`config.mk`:
```
export PLATFORM = sky130hd
export DESIGN_NAME = crc_serial_engine
export DESIGN_NICKNAME = d
export VERILOG_FILES = /design/src/rtl/crc_serial_pkg.sv /design/src/rtl/crc_shift_reg.sv /design/src/rtl/crc_frame_ctrl.sv /design/src/rtl/crc_serial_engine.sv
export SDC_FILE = /design/constraint.sdc
export NUM_CORES = 1
export LEC_CHECK = 0
export BUFFER_PORTS_ARGS = -buffer_cell sky130_fd_sc_hd__buf_2
export CORE_MARGIN = 2
export CORE_UTILIZATION = 40
export DETAILED_ROUTE_END_ITERATION = 10
export PLACE_DENSITY = 0.65
export SYNTH_ARGS = -nofsm -noshare
export SYNTH_HDL_FRONTEND = slang
export SYNTH_SLANG_ARGS = --single-unit
```
`constraint.sdc`:
```
create_clock -name clk -period 6.9 [get_ports clk]
set_input_delay 0.69 -clock clk [delete_from_list [all_inputs] [get_ports clk]]
set_output_delay 0.69 -clock clk [all_outputs]
set_load 0.02 [all_outputs]
```
`src/rtl/crc_serial_pkg.sv`:
```
package crc_serial_pkg;

  typedef enum logic [1:0] {
    ST_IDLE  = 2'd0,
    ST_RUN   = 2'd1,
    ST_SHIFT = 2'd2
  } crc_state_e;

  // Generator coefficients below the leading term, right aligned.
  function automatic logic [31:0] gen_poly(input int w);
    if (w == 16) return 32'h0000_8005;
    else         return 32'h04C1_1DB7;
  endfunction

endpackage

```
`src/rtl/crc_shift_reg.sv`:
```
module crc_shift_reg
  import crc_serial_pkg::*;
#(
  parameter int W = 32
) (
  input  logic         clk,
  input  logic         rst_n,
  input  logic         load,
  input  logic         absorb,
  input  logic         bit_in,
  input  logic         drain,
  output logic [W-1:0] q,
  output logic [W-1:0] q_next
);

  localparam logic [31:0]  POLY_FULL = gen_poly(W);
  localparam logic [W-1:0] POLY      = POLY_FULL[W-1:0];

  logic [W-1:0] preset;
  logic [W-1:0] base;

  generate
    if (W == 32) begin : g_ones
      assign preset = '1;
    end else begin : g_zero
      assign preset = '0;
    end
  endgenerate

  // One step of GF(2) division with the augmenting zeros folded in.
  function automatic logic [W-1:0] div_step(input logic [W-1:0] r, input logic b);
    logic fb;
    fb = r[W-1] ^ b;
    return {r[W-2:0], 1'b0} ^ (fb ? POLY : '0);
  endfunction

  always_comb begin
    base = load ? preset : q;
    if (absorb)     q_next = div_step(base, bit_in);
    else if (drain) q_next = {base[W-2:0], 1'b0};
    else            q_next = base;
  end

  always_ff @(posedge clk or negedge rst_n) begin
    if (!rst_n) q <= preset;
    else        q <= q_next;
  end

  // without any command the division state holds
  p_hold_idle_r5: assert property (@(posedge clk) disable iff (!rst_n)
    (!load && !absorb && !drain) |=> $stable(q));

  // a bare start leaves exactly the preset
  p_bare_start_r3: assert property (@(posedge clk) disable iff (!rst_n)
    (load && !absorb) |=> (q == preset));

endmodule

```
`src/rtl/crc_frame_ctrl.sv`:
```
module crc_frame_ctrl
  import crc_serial_pkg::*;
#(
  parameter int W = 32
) (
  input  logic clk,
  input  logic rst_n,
  input  logic start,
  input  logic rx_mode,
  input  logic din_vld,
  input  logic finish,
  input  logic rem_zero_next,
  output logic absorb,
  output logic drain,
  output logic out_vld,
  output logic chk_done,
  output logic crc_ok
);

  localparam int             CW   = $clog2(W);
  localparam logic [CW-1:0]  LAST = CW'(W - 1);

  crc_state_e    state;
  logic          rx_dir;
  logic [CW-1:0] cnt;
  logic          close_frame;
  logic          shift_last;

  assign absorb      = din_vld && (start || state == ST_RUN);
  assign drain       = (state == ST_SHIFT) && !start;
  assign close_frame = finish && (state == ST_RUN) && !start;
  assign shift_last  = (state == ST_SHIFT) && (cnt == LAST);
  assign out_vld     = (state == ST_SHIFT);

  always_ff @(posedge clk or negedge rst_n) begin
    if (!rst_n) begin
      state    <= ST_IDLE;
      rx_dir   <= 1'b0;
      cnt      <= '0;
      chk_done <= 1'b0;
      crc_ok   <= 1'b0;
    end else begin
      chk_done <= 1'b0;
      if (start) begin
        state  <= ST_RUN;
        rx_dir <= rx_mode;
        crc_ok <= 1'b0;
        cnt    <= '0;
      end else begin
        case (state)
          ST_RUN: begin
            if (close_frame) begin
              if (rx_dir) begin
                state    <= ST_IDLE;
                chk_done <= 1'b1;
                crc_ok   <= rem_zero_next;
              end else begin
                state <= ST_SHIFT;
                cnt   <= '0;
              end
            end
          end
          ST_SHIFT: begin
            if (shift_last) state <= ST_IDLE;
            else            cnt   <= cnt + 1'b1;
          end
          default: state <= ST_IDLE;
        endcase
      end
    end
  end

  // the check pulse lasts a single cycle
  p_chk_pulse_r8: assert property (@(posedge clk) disable iff (!rst_n)
    chk_done |=> !chk_done);

  // crc_ok can only rise together with the check pulse
  p_ok_rise_r8: assert property (@(posedge clk) disable iff (!rst_n)
    $rose(crc_ok) |-> chk_done);

  // shift-out stops after the last remainder bit
  p_shift_len_r6: assert property (@(posedge clk) disable iff (!rst_n)
    (shift_last && !start) |=> !out_vld);

  // finish with no open frame does nothing
  p_idle_finish_r10: assert property (@(posedge clk) disable iff (!rst_n)
    (state == ST_IDLE && finish && !start) |=> (!chk_done && !out_vld));

  // start aborts shift-out and clears the verdict
  p_start_clears_r9: assert property (@(posedge clk) disable iff (!rst_n)
    start |=> (!out_vld && !crc_ok));

endmodule

```
`src/rtl/crc_serial_engine.sv`:
```
module crc_serial_engine
  import crc_serial_pkg::*;
#(
  parameter int CRC_WIDTH = 32
) (
  input  logic clk,
  input  logic rst_n,
  input  logic start,
  input  logic rx_mode,
  input  logic din,
  input  logic din_vld,
  input  logic finish,
  output logic dout,
  output logic dout_vld,
  output logic chk_done,
  output logic crc_ok
);

  logic [CRC_WIDTH-1:0] crc_q;
  logic [CRC_WIDTH-1:0] crc_next;
  logic                 absorb;
  logic                 drain;
  logic                 rem_zero_next;

  assign rem_zero_next = (crc_next == '0);

  crc_shift_reg #(.W(CRC_WIDTH)) u_reg (
    .clk    (clk),
    .rst_n  (rst_n),
    .load   (start),
    .absorb (absorb),
    .bit_in (din),
    .drain  (drain),
    .q      (crc_q),
    .q_next (crc_next)
  );

  crc_frame_ctrl #(.W(CRC_WIDTH)) u_ctrl (
    .clk           (clk),
    .rst_n         (rst_n),
    .start         (start),
    .rx_mode       (rx_mode),
    .din_vld       (din_vld),
    .finish        (finish),
    .rem_zero_next (rem_zero_next),
    .absorb        (absorb),
    .drain         (drain),
    .out_vld       (dout_vld),
    .chk_done      (chk_done),
    .crc_ok        (crc_ok)
  );

  assign dout = dout_vld & crc_q[CRC_WIDTH-1];

  // a check verdict and remainder output never share a cycle
  p_out_excl_r8: assert property (@(posedge clk) disable iff (!rst_n)
    !(dout_vld && chk_done));

endmodule

```
==> results of run 1 <==
## report_power, final
part           leakage (nW)  switching, mW  total [mW]  internal [mW]
Sequential            0.471         0.0335       0.320          0.286
Combinational         0.593         0.0796       0.139         0.0592
Clock                0.0585         0.0951       0.204          0.109
## routing by layer
metal,vias to the layer above,global-route usage
met5,-,0
met2,60,0.2902
met1,1107,0.2993
met3,6,0.03810
met4,0,0.04545
li1,1095,-
## cells in the mapped netlist, drive strengths merged
| cell type | n | area (um^2) |
|---|---|---|
| xor2 | 5 | 43.79 |
| nand4 | 4 | 25.02 |
| buf | 7 | 46.29 |
| o2111ai | 1 | 8.760 |
| nand2b | 3 | 18.77 |
| nor3b | 1 | 7.510 |
| a2111oi | 1 | 8.760 |
| a221oi | 4 | 35.03 |
| nor2 | 34 | 127.6 |
| a211o | 4 | 35.03 |
| nor3 | 5 | 25.02 |
| nand3 | 5 | 25.02 |
| mux2 | 8 | 97.59 |
| a22o | 2 | 17.52 |
| xnor2 | 16 | 140.1 |
| a32oi | 3 | 26.28 |
| o32a | 1 | 10.01 |
| a311oi | 2 | 17.52 |
| a22oi | 3 | 22.52 |
| nand2 | 26 | 97.59 |
| a21o | 4 | 30.03 |
| a31oi | 5 | 31.28 |
| nor2b | 2 | 15.02 |
| clkbuf | 21 | 78.83 |
| and2 | 1 | 6.260 |
| mux2i | 13 | 130.1 |
| o211ai | 12 | 90.09 |
| o22ai | 1 | 6.260 |
| o2111a | 1 | 11.26 |
| o21ai | 24 | 120.1 |
| or4 | 1 | 7.510 |
| nor4 | 6 | 43.79 |
| dfrtp | 10 | 250.2 |
| and3 | 2 | 12.51 |
| ha | 2 | 25.02 |
| a21oi | 17 | 85.08 |
| a211oi | 2 | 15.01 |
| or3 | 1 | 6.260 |
| o41ai | 1 | 8.760 |
| inv | 9 | 33.78 |
| o31ai | 2 | 15.01 |
| o21a | 1 | 7.510 |
| dfstp | 32 | 840.8 |
| o22a | 2 | 17.52 |
## registers in the layout, summed over array words and instances (netlist names)
name	count
u_ctrl.chk_done	1
u_ctrl.cnt	5
u_ctrl.crc_ok	1
u_ctrl.rx_dir	1
u_ctrl.state	2
u_reg.q	32
## through the flow
step	hold slack, ns	instances	util	instance area [um^2]	total power [mW]
2_1_floorplan	0.3944	307	-	2724	0.4242
3_3_place_gp	0.4675	372	0.4148	2771	0.4567
3_5_place_dp	0.4699	372	0.4148	2771	0.4603
4_1_cts	0.4906	380	0.4316	2884	0.6662
5_1_grt	0.5108	380	0.4316	2884	0.7016
6_report	0.4868	380	0.4316	2884	0.6624
## critical path, stage by stage, from the launching register on
cell,delay [ns]
dfrtp_1,0.99
nand2b_1,0.46
inv_2,0.27
a21oi_1,0.56
mux2i_1,0.25
nand2_1,0.11
nor4_2,0.30
nand4_1,0.12
o21ai_1,0.13
## cells in the final DEF, fill, tap and decap left out, types with 5 or more instances in the layout
cell type  instances
a21oi_1           17
clkbuf_8           5
xor2_1             5
nor4_1             5
a31oi_1            5
nor3_1             5
inv_1              8
o211ai_1          12
nor2_1            34
dfrtp_1           10
mux2i_1           13
o21ai_0           23
nand3_1            5
dfstp_2           32
xnor2_1           16
buf_2             10
nand2_1           26
## area by class of cell
type                    count  area [um^2]
inverters                   9        33.78
clock inverters             3        43.79
multi-input cells         228         1474
clock buffers               5        68.82
well taps                  80        100.1
flip-flops and latches     42         1091
repair buffers             13        72.57
fillers                   664         3797
## kinds of logic (layout without fill, tap and decap cells)
family | after synthesis | after routing | share of synthesized area
muxes | 21 | 21 | 0.08360
DFF | 42 | 42 | 0.4006
adders and majority gates | 2 | 2 | 0.009185
xor gates and xnor gates | 21 | 21 | 0.06752
and+or+nand+nor | 91 | 91 | 0.1534
AOI/OAI and AO/OA | 93 | 93 | 0.2274
buffers and inverters | 37 | 30 | 0.05834
## final timing paths
path,to,slack [ns],depth (start not counted),startpoint
max in group asynchronous,u_ctrl.cnt[1],5.79,1,rst_n
min reg2reg,u_reg.q[14],0.49,2,u_reg.q[14]
min in group asynchronous,u_ctrl.crc_ok,0.54,1,rst_n
max,u_ctrl.crc_ok,3.62,8,u_ctrl.state[0]
min,u_reg.q[14],0.49,2,u_reg.q[14]
max reg2reg,u_ctrl.crc_ok,3.62,8,u_ctrl.state[0]
==> results by group, run 1 <==
Clocking
  • CTS Buffer Depth: 2
  • Clk root buf: clkbuf_8
  • Clock transition at path regs: 0.09 ns
  • Clk_lat worst skew: 0.30 ns
  • CTS tree: built
  • Post-CTS Setup Inserts: 0
  • CTS H-tree depth: 2
  • Hold buffers post-CTS: 0
  • Clock sink total: 42
  • CTS resizes: 0
  • Cts bufs inserted: 5

Place
  • Placer Congestion: 0.8700
  • Hpwl dp: 4423 um
  • Port bufs: 10
  • Worst slack at placement: 3.524 ns

Detailed routing
  • Routed Antenna Nets: 0
  • Vias: 2268
  • Final WL: 6767 um
  • Wire length on met1: 3299 um
  • Met3 Wirelength: 347 um
  • Via density: 5.968
  • TritonRoute pass-1 iters: 4
  • Starting DRC count in detailed routing: approximately 160
  • Post-DR wirelength/cell: 17.81 um
  • Drt drc: 0
  • Uppermost routed layer: met4
  • Met2 Wirelength: 3055 um

Die
  • Top Ports: 11
  • Core Rows: 30
  • Die Span Y: 86.52 um
  • Initial Util: 0.4077
  • Die area: 7486 um^2
  • DIE WIDTH: 86.52 um
  • Core ar.: 6681 um^2

Synthesis
  • Cells after synthesis: 307
  • Sequential share of the synthesized area: 0.4006
  • Mapped Nets: 316
  • Mean Syn Cell Area: 8.873 um^2
  • Seq cells post-synth: 42
  • Cell variety after synth: 53
  • Syn Std Cell Area: about 2700 um^2
  • Ys Warns: 0

Status
  • Status: finished clean

Setup path
  • Worst EP required: between 7 and 8 ns
  • Critical path class: flip-flop to flip-flop
  • Crit path max fanout: 32
  • Crit end category: flip-flop
  • Startpoint Class: flip-flop
  • Worst path arrival time: 3.52 ns

STA
  • Worst slew pin tran: roughly 1 ns
  • Tcrit/Tclk final: 0.4761
  • Final Hold Fails: 0
  • Worst rel slew slack: 0.3320
  • Final Max Tran Viols: 0
  • RSZ-0062 raised after global routing: no
  • Final setup viols: 0
  • Sum Neg Setup Slack: 0 ns
  • Final Worst Setup Slack: 3.615 ns
  • Final min period: 3.285 ns
  • Fmax: 0.3044 GHz
  • Clock Skew: a little over 0.005 ns

Global route
  • Vias in the first global route: 2244
  • Total global routing overflow: 0
  • Largest net degree at the start of global routing: 57
  • Initial antenna violation count: 0
  • First-pass GRT wire length: 11610 um
  • Total Routing Usage GR: 0.1972

Hold path
  • Hold Path Class: flip-flop to flip-flop

Cells and area
  • Area growth from synthesis to layout: 5.880%
  • Share of layout cells above drive strength 1: 0.2067
  • Diodes inserted: 0
  • Final nets: 308

Pwr
  • Cell area power density: around 230 nW/um^2
  • VDD IR max: 0.09809 mV
  • P_leak: 1.123 nW

Job
  • Max-Cap Viols: 0
Note: power is estimated with default switching activity, not from simulation.
==> inputs of run 2 (changes only) <==
PLACE_DENSITY = 0.67   (was 0.65)
clock period = 2.7 ns   (was 6.9 ns; I/O delays follow)
==> run 2 against run 1 <==
Net effect: worst hold slack worse by 0.38 ns; largest cell class unchanged; via count grew 2.4%; largest power group unchanged; flip-flop and latch count stayed put; cell count up 2.4%; maximum frequency grew 37%.
==> results by group, run 2 (synthesis gave the netlist of run 1 again) <==
Status
  • Status: finished clean (unchanged)

Cells and area
  • Reg with most FFs: u_reg.q (unchanged)
  • Area growth from synthesis to layout: 8.222% (was 5.880%)
  • Share of layout cells above drive strength 1: 0.2298 (was 0.2067)
  • Largest registers: u_reg.q x32, u_ctrl.cnt x5, u_ctrl.state x2 (unchanged)
  • Commonest non-fill, non-tap cell in the layout: nor2_1 (unchanged)
  • Fillers: 658 (was 664)
  • Final cell count without fillers: 389 (was 380)
  • Diodes inserted: 0 (unchanged)
  • Max reg flops: 32 (unchanged)
  • Final nets: 317 (was 308)
  • Most frequent cells in the layout: nor2_1 (34), dfstp_2 (32), nand2_1 (26) (unchanged)

Clocking
  • CTS resizes: 0 (unchanged)
  • Cts bufs inserted: 5 (unchanged)
  • Hold buffers post-CTS: 0 (unchanged)
  • CTS Buffer Depth: 2 (unchanged)
  • Clk_lat worst skew: 0.30 ns (about the same)
  • Clock transition at path regs: 0.08 ns (was 0.09 ns)
  • Post-CTS Setup Inserts: 0 (unchanged)
  • CTS H-tree depth: 2 (unchanged)
  • Clock sink total: 42 (unchanged)
  • Clk root buf: clkbuf_8 (unchanged)
  • CTS tree: built (unchanged)

Setup path
  • R2R Setup Slk: 0.30 ns (was 3.62 ns)
  • Worst r2r path cells: 8 (unchanged)
  • Crit path max fanout: 19 (was 32)
  • Worst path arrival time: 2.64 ns (was 3.52 ns)
  • Worst EP required: 2.94 ns (was 7.13 ns)
  • Startpoint Class: flip-flop (unchanged)
  • Critical path class: flip-flop to flip-flop (unchanged)
  • Crit end category: flip-flop (unchanged)
  • FF-to-FF End: u_ctrl.crc_ok (unchanged)
  • Crit Reg-Reg Startpoint: u_ctrl.state[1] (was u_ctrl.state[0])

STA
  • RSZ-0062 raised after global routing: no (unchanged)
  • Final Max Tran Viols: 0 (unchanged)
  • Final min period: 2.404 ns (was 3.285 ns)
  • Worst slew pin tran: 0.9291 ns (was 0.9975 ns)
  • Fmax: 0.4160 GHz (was 0.3044 GHz)
  • Sum Neg Setup Slack: 0 ns (unchanged)
  • Final Hold Fails: 0 (unchanged)
  • Clock Skew: 0.005486 ns (was 0.005174 ns)
  • Final setup viols: 0 (unchanged)
  • Final Worst Setup Slack: 0.2959 ns (was 3.615 ns)
  • Tcrit/Tclk final: 0.8904 (was 0.4761)
  • Worst rel slew slack: 0.3806 (was 0.3320)

Global route
  • Routing usage on met1: 0.2607 (was 0.2993)
  • Busiest grt layer: met2 (was met1)
  • Largest net degree at the start of global routing: 43 (was 57)
  • Initial antenna violation count: 0 (unchanged)
  • Grt met3 use: 0.04476 (was 0.03810)
  • Total Routing Usage GR: 0.1904 (was 0.1972)
  • Met2 Use GR: 0.2958 (was 0.2902)
  • Total global routing overflow: 0 (unchanged)
  • Vias in the first global route: 2185 (was 2244)
  • First-pass GRT wire length: 11100 um (was 11610 um)

Place
  • Hpwl dp: 4569 um (was 4423 um)
  • Placer Congestion: 0.8718 (was 0.8700)
  • Worst slack at placement: 0.2896 ns (was 3.524 ns)
  • Placed cells: 381 (was 372)
  • Port bufs: 10 (unchanged)

Pwr
  • VDD IR max: 0.1878 mV (was 0.09809 mV)
  • Internal power: 1.167 mW (was 0.4542 mW)
  • Cell area power density: 569.2 nW/um^2 (was 229.7 nW/um^2)
  • Reg power frac: 0.477 (was 0.483)
  • P_sw: 0.5112 mW (was 0.2082 mW)
  • Clock network fraction of total power: 0.297 (was 0.308)
  • P_leak: 1.164 nW (was 1.123 nW)
  • Gate power share: 0.226 (was 0.210)
  • Sw Ratio: 0.3047 (was 0.3143)

Die
  • Initial Util: 0.4077 (unchanged)
  • Top Ports: 11 (unchanged)
  • Die area: 7486 um^2 (unchanged)
  • Core ar.: 6681 um^2 (unchanged)
  • Core Rows: 30 (unchanged)
  • DIE WIDTH: 86.52 um (unchanged)
  • Die Span Y: 86.52 um (unchanged)

Hold path
  • Hold Path Class: input pin to asynchronous set/reset pin (was flip-flop to flip-flop)

Job
  • Max-Cap Viols: 0 (unchanged)

Detailed routing
  • Post-DR wirelength/cell: 16.89 um (was 17.81 um)
  • TritonRoute pass-1 iters: 4 (unchanged)
  • Via density: 5.972 (was 5.968)
  • Vias: 2323 (was 2268)
  • Starting DRC count in detailed routing: 204 (was 155)
  • Drt drc: 0 (unchanged)
  • Routed Antenna Nets: 0 (unchanged)
  • Final WL: 6571 um (was 6767 um)
-- run 2: cell types whose count changed in the layout (fill, tap and decap cells not counted) --
cell / change
buf_4: +9
clkinv_2: +1
inv_6: -1
-- run 2: layout make-up --
class / count / area [um^2] / area share
multi-input cells: 228 / 1474 / 0.5000
flip-flops and latches: 42 / 1091 / 0.3701
repair buffers: 22 / 140.1 / 0.04754
well taps: 80 / 100.1 / 0.03396
clock buffers: 5 / 68.82 / 0.02334
clock inverters: 3 / 40.04 / 0.01358
inverters: 9 / 33.78 / 0.01146
-- run 2: worst max-delay path by stage --
stage | start | endpoint | depth (start not counted)
floorplan | u_ctrl.state[1] | u_ctrl.crc_ok | 9
global route | u_ctrl.state[1] | u_ctrl.crc_ok | 8
global placement | din_vld | u_ctrl.crc_ok | 9
CTS | u_ctrl.state[1] | u_ctrl.crc_ok | 8
finish | u_ctrl.state[1] | u_ctrl.crc_ok | 8
detailed placement | din_vld | u_ctrl.crc_ok | 9
-- run 2: power groups by stage --
stage	clock network, mW	registers, mW	logic [mW]
2_1_floorplan	0	0.776	0.308
3_3_place_gp	0	0.808	0.374
3_5_place_dp	0	0.809	0.379
4_1_cts	0.513	0.799	0.380
5_1_grt	0.537	0.811	0.425
6_report	0.498	0.800	0.380
-- run 2: worst max-delay path, stage by stage, from the launching register on --
cell and delay, ns:
dfrtp_1 0.39, nor2b_2 0.27, buf_4 0.30, a21oi_1 0.11
a2111oi_0 0.52, o2111ai_1 0.23, nor4_2 0.25, nand4_1 0.14
o21ai_1 0.13
-- run 2: metal layers --
metal / part of all wire / vias up / wire [um]
met4: 0.011 / 0 / 71
met1: 0.45 / 1132 / 2931
met5: 0 / - / 0
met2: 0.48 / 71 / 3168
met3: 0.061 / 8 / 399
li1: - / 1112 / -
-- run 2: through the flow --
stage,util,total power [mW],instance area (um^2),hold WS [ns]
after CTS,0.4412,1.692,2948,0.1299
after floorplan,-,1.084,2724,-0.02559
after detailed placement,0.4249,1.188,2839,0.4639
after global placement,0.4249,1.181,2839,0.4575
final,0.4412,1.678,2948,0.1081
after global routing,0.4412,1.773,2948,0.1814
